===== config.mk =====
export PLATFORM = sky130hd
export DESIGN_NAME = sdram_powerup_seq
export DESIGN_NICKNAME = d
export VERILOG_FILES = /design/src/rtl/sdram_powerup_seq.sv
export SDC_FILE = /design/constraint.sdc
export NUM_CORES = 1
export LEC_CHECK = 0
export ABC_CLOCK_PERIOD_IN_PS = 6500
export BUFFER_PORTS_ARGS = -buffer_cell sky130_fd_sc_hd__buf_2
export CAP_MARGIN = 20
export CORE_ASPECT_RATIO = 1.1
export CORE_UTILIZATION = 62
export DETAILED_ROUTE_END_ITERATION = 8
export GPL_ROUTABILITY_DRIVEN = 0
export PLACE_DENSITY = 0.85
export REMOVE_ABC_BUFFERS = 1
export SYNTH_ARGS = -nofsm -noshare
export SYNTH_HDL_FRONTEND = slang
export SYNTH_SLANG_ARGS = --single-unit
export TNS_END_PERCENT = 1

===== constraint.sdc =====
create_clock -name clk -period 6.5 [get_ports clk]
set_clock_uncertainty 0.2 [all_clocks]
set_input_delay 0.975 -clock clk [delete_from_list [all_inputs] [get_ports clk]]
set_output_delay 0.975 -clock clk [all_outputs]
set_load 0.03 [all_outputs]

===== src/rtl/sdram_powerup_seq.sv =====
module sdram_powerup_seq #(
  parameter int ADDR_W    = 11,
  parameter int BANK_W    = 2,
  parameter int DQM_W     = 4,
  parameter int AP_BIT    = 10,
  parameter int WAIT_CYC  = 10000,
  parameter int TRP_CYC   = 3,
  parameter int TRC_CYC   = 10,
  parameter int TMRD_CYC  = 2,
  parameter int REF_CNT   = 2,
  parameter int MRS_FIRST = 0,
  parameter int REFI_CYC  = 780,
  parameter logic [ADDR_W+BANK_W-1:0] MODE_WORD = 'h032
) (
  input  logic              clk,
  input  logic              rst_n,
  output logic              sdr_cke,
  output logic              sdr_cs_n,
  output logic              sdr_ras_n,
  output logic              sdr_cas_n,
  output logic              sdr_we_n,
  output logic [DQM_W-1:0]  sdr_dqm,
  output logic [ADDR_W-1:0] sdr_addr,
  output logic [BANK_W-1:0] sdr_ba,
  output logic              init_done,
  output logic              refresh_due
);

  function automatic int max_of(input int a, input int b);
    return (a > b) ? a : b;
  endfunction

  localparam int STEP_MAX = max_of(max_of(WAIT_CYC, TRP_CYC), max_of(TRC_CYC, TMRD_CYC));
  localparam int CNT_W    = $clog2(STEP_MAX + 1);
  localparam int RC_W     = $clog2(REF_CNT + 1);
  localparam int RI_W     = $clog2(REFI_CYC + 1);

  localparam logic [3:0] C_NOP = 4'b0111;
  localparam logic [3:0] C_PRE = 4'b0010;
  localparam logic [3:0] C_REF = 4'b0001;
  localparam logic [3:0] C_MRS = 4'b0000;

  typedef enum logic [2:0] {ST_PRE, ST_REF, ST_MRS, ST_RDY, ST_RUN} st_t;

  localparam st_t AFTER_PRE  = (MRS_FIRST != 0) ? ST_MRS : ST_REF;
  localparam st_t AFTER_REFS = (MRS_FIRST != 0) ? ST_RDY : ST_MRS;
  localparam st_t AFTER_MRS  = (MRS_FIRST != 0) ? ST_REF : ST_RDY;

  st_t              st;
  logic [CNT_W-1:0] cnt;
  logic [RC_W-1:0]  refs_left;
  logic [RI_W-1:0]  ri_cnt;
  logic [3:0]       cmd_q;
  logic [ADDR_W-1:0] addr_q;
  logic [BANK_W-1:0] ba_q;

  assign {sdr_cs_n, sdr_ras_n, sdr_cas_n, sdr_we_n} = cmd_q;
  assign sdr_cke  = 1'b1;
  assign sdr_dqm  = {DQM_W{~init_done}};
  assign sdr_addr = addr_q;
  assign sdr_ba   = ba_q;

  always_ff @(posedge clk or negedge rst_n) begin
    if (!rst_n) begin
      st          <= ST_PRE;
      cnt         <= CNT_W'(WAIT_CYC - 1);
      refs_left   <= RC_W'(REF_CNT);
      ri_cnt      <= '0;
      cmd_q       <= C_NOP;
      addr_q      <= '0;
      ba_q        <= '0;
      init_done   <= 1'b0;
      refresh_due <= 1'b0;
    end else begin
      cmd_q       <= C_NOP;
      addr_q      <= '0;
      ba_q        <= '0;
      refresh_due <= 1'b0;
      if (st == ST_RUN) begin
        if (ri_cnt == '0) begin
          refresh_due <= 1'b1;
          ri_cnt      <= RI_W'(REFI_CYC - 1);
        end else begin
          ri_cnt <= ri_cnt - 1'b1;
        end
      end else if (cnt != '0) begin
        cnt <= cnt - 1'b1;
      end else begin
        case (st)
          ST_PRE: begin
            cmd_q          <= C_PRE;
            addr_q[AP_BIT] <= 1'b1;
            cnt            <= CNT_W'(TRP_CYC - 1);
            st             <= AFTER_PRE;
          end
          ST_REF: begin
            cmd_q     <= C_REF;
            cnt       <= CNT_W'(TRC_CYC - 1);
            refs_left <= refs_left - 1'b1;
            if (refs_left == RC_W'(1)) st <= AFTER_REFS;
          end
          ST_MRS: begin
            cmd_q          <= C_MRS;
            {ba_q, addr_q} <= MODE_WORD;
            cnt            <= CNT_W'(TMRD_CYC - 1);
            st             <= AFTER_MRS;
          end
          ST_RDY: begin
            init_done <= 1'b1;
            ri_cnt    <= RI_W'(REFI_CYC - 1);
            st        <= ST_RUN;
          end
          default: st <= ST_RUN;
        endcase
      end
    end
  end

endmodule



==> results.toml <==
[worst_setup_path]
worstPathArrival_ns = 3.00
path_class = "register to register"
critPathMaxStageDelay_ns = 0.88
worstPathBufferInverterCount = 1
end_kind = "register"
cp_slowest_cell = "or4_1"
rr_worst_depth = 6
cp-start-kind = "register"
rrSetupSlack_ns = 3.57
required_ns = 6.57
crit_family = "simple AND/OR/NAND/NOR gates"
regToRegStartpoint = "cnt[0]"
path_max_fanout = 17
crit_chain = "inv_1, ha_1, or4b_4, or4_1, nor3b_4, mux2_1"
r2r-end = "refs_left[1]"

[worst_hold_path]
min_from = "refs_left[0]"
min_to = "refs_left[0]"
min_path_cells = 1
hp-class = "register to register"

[timing]
fin_crit_ns = 2.93
finalSetupTns_ns = 0
setup_ws_ns = 3.57
max_freq_mhz = 341
finalSetupViolations = 0
tightest_slew_ns = 0.809
rsz0062_at_grt = "no"
period_share_pct = 45.1
hold_viol_final = 0
drv_slew = 0
max_slew_margin_pct = 45.8

[layout]
layout-drive-gt1-share_pct = 18.6
num_antenna_cells = 0
final_core_util_pct = 67.2
fin_cells = 255
multi_input_area_um2 = 927
num-nets-final = 226
num-fill-cells = 258
area_growth_pct = 2.09
register_area_um2 = 916

[global_routing]
overflow = 0
track_usage_pct = 25.5
grt_pass1_wl_um = 6950
grt_max_degree = 37
grt_pass1_vias = 1608
antenna_found_initial = 0

[synth]
synth-async-reset-ratio_pct = 100
synthCells = 217
synth_seq_area_share_pct = 44.9
synth-edff-count = 0
synth_area_leaders = "dfrtp_1, dfstp_2, buf_4"
syn_area_um2 = 2040
syn_area_per_cell_um2 = 9.40
synth-seq-cells = 36
yosysWarnings = 0
synth_area_leader_cell = "dfrtp_1"
synth_top_area_share_pct = 29.4
synth_flop_cell = "dfrtp_1"
ys_top_cells_by_count = "dfrtp_1, buf_4, inv_1"
synth_cell_types = 49
yosysMostFrequentCell = "dfrtp_1"

[route]
drt_pass1_iterations = 6
dr_total_vias = 1597
routed_wl_um = 3940
drt_iter0_markers = 111
post-route-drc-count = 3
post_drt_wl_per_cell_um = 15.4
ant_nets = 0
via_per_inst = 6.26

[clocking]
htree_levels = 2
cts_sinks = 36
clockRootBuffer = "clkbuf_4"
post-cts-setup-buffers = 0
cts_tree = "built"
cts_made_buffers = 5
clk_latency_ns = 0.34
cts_resized = 0
path_clk_slew_ns = 0.10
clock_path_buffers = 2
postCtsHoldBufs = 0

[floorplanning]
placeableCoreArea_um2 = 3100
start_util_pct = 65.8
die_x_um = 56.7
die-area_um2 = 3520
chipHeight_um = 62.2
ios = 26
rows = 21

[power_and_ir_drop]
intPower_w = 0.000278
clock_power_share_pct = 34.5
p_sw_share_pct = 23.1
p_per_area_nw_per_um2 = 174
power_leakage_nw = 0.945
p_sw_w = 0.0000834
p_comb_share_pct = 3.5
seq_power_share_pct = 62.1
ir_drop_mv = 0.148

[placement]
placedCellCount = 247
io_buffers = 14
hpwl_um = 2620
place_ws_ns = 3.58

[status]
run_status = "finished with violations"
violations = "design-rule violations"

[flow_run]
maxCapViolCount = 0
-- area by class of cell --
cell class | instances | share of cell area, %
Tap cell | 34 | 2.04
Multi-Input combinational cell | 146 | 44.5
Clock buffer | 8 | 2.82
Inverter | 16 | 2.88
Sequential cell | 36 | 44.0
Timing Repair Buffer | 15 | 3.73
-- layer usage --
metal	vias up	part of all wire [%]	global-route usage, %
li1	767	-	-
met5	-	0	0
met3	11	3.5	6.46
met4	0	2.1	12.2
met1	785	44	31.3
met2	34	51	41.5
-- metrics by stage --
step | power [W] | area [um^2] | hold slack, ns
6_report | 0.000361 | 2080 | 0.281
5_1_grt | 0.000376 | 2080 | 0.310
2_1_floorplan | 0.000237 | 1900 | 0.245
4_1_cts | 0.000366 | 2080 | 0.286
3_5_place_dp | 0.000241 | 2020 | 0.268
3_3_place_gp | 0.000241 | 2020 | 0.265
-- how the worst max path moves through the flow --
stage | startpoint | endpoint | slack [ns] | depth (start not counted)
2_1_floorplan | cnt[0] | refs_left[1] | 3.80 | 6
4_1_cts | cnt[0] | refs_left[1] | 3.57 | 6
3_5_place_dp | cnt[0] | refs_left[1] | 3.58 | 6
6_report | cnt[0] | refs_left[1] | 3.57 | 6
3_3_place_gp | cnt[0] | refs_left[1] | 3.67 | 6
5_1_grt | cnt[0] | refs_left[1] | 3.45 | 6
-- power groups by stage --
stage	clock, W	sequential [W]	combinational (W)
finish	0.000124	0.000224	0.0000125
global route	0.000138	0.000224	0.0000138
CTS	0.000129	0.000224	0.0000127
floorplan	0	0.000228	0.00000823
detailed placement	0	0.000228	0.0000127
global placement	0	0.000228	0.0000127
-- cell families (layout without fill, tap and decap cells) --
| kind of cell | Yosys count | count (layout) | synth area share, % |
|---|---|---|---|
| muxes | 3 | 3 | 1.53 |
| other | 2 | 11 | 0.368 |
| xor gates and xnor gates | 2 | 2 | 0.859 |
| adders and majority gates | 4 | 4 | 2.45 |
| and+or+nand+nor | 71 | 71 | 20.4 |
| buffers and inverters | 44 | 39 | 11.3 |
| DFF | 36 | 36 | 44.9 |
| AOI/OAI and AO/OA | 55 | 55 | 18.2 |
-- state kept, by name, summed over array words and instances (netlist names) --
name,cells
cmd_q,3
cnt,14
init_done,1
refresh_due,1
refs_left,2
ri_cnt,10
sdr_addr,2
st,3
-- cells in the final DEF (no fill, tap or decap), types with 2 or more instances in the layout --
cell       instances
a31oi_1           15
nand3_1            6
nand2_1           13
clkbuf_4           5
inv_1             16
nor2_1            11
mux2i_1            2
nor3_1             8
a2bb2oi_1          2
o211a_1            2
or2_2              2
o22ai_1            2
dfstp_2           12
nor3b_1            2
a21oi_1            7
or4_1              4
o21a_1             3
nand2b_1           3
nor4_1             6
o2bb2ai_1          2
conb_1            11
o21ai_0            7
buf_2             14
or3_1              4
and4_1             2
dfrtp_1           24
ha_1               4
clkbuf_1           2
o211ai_1           8
xor2_1             2
Power figures use the tool's default switching activity.
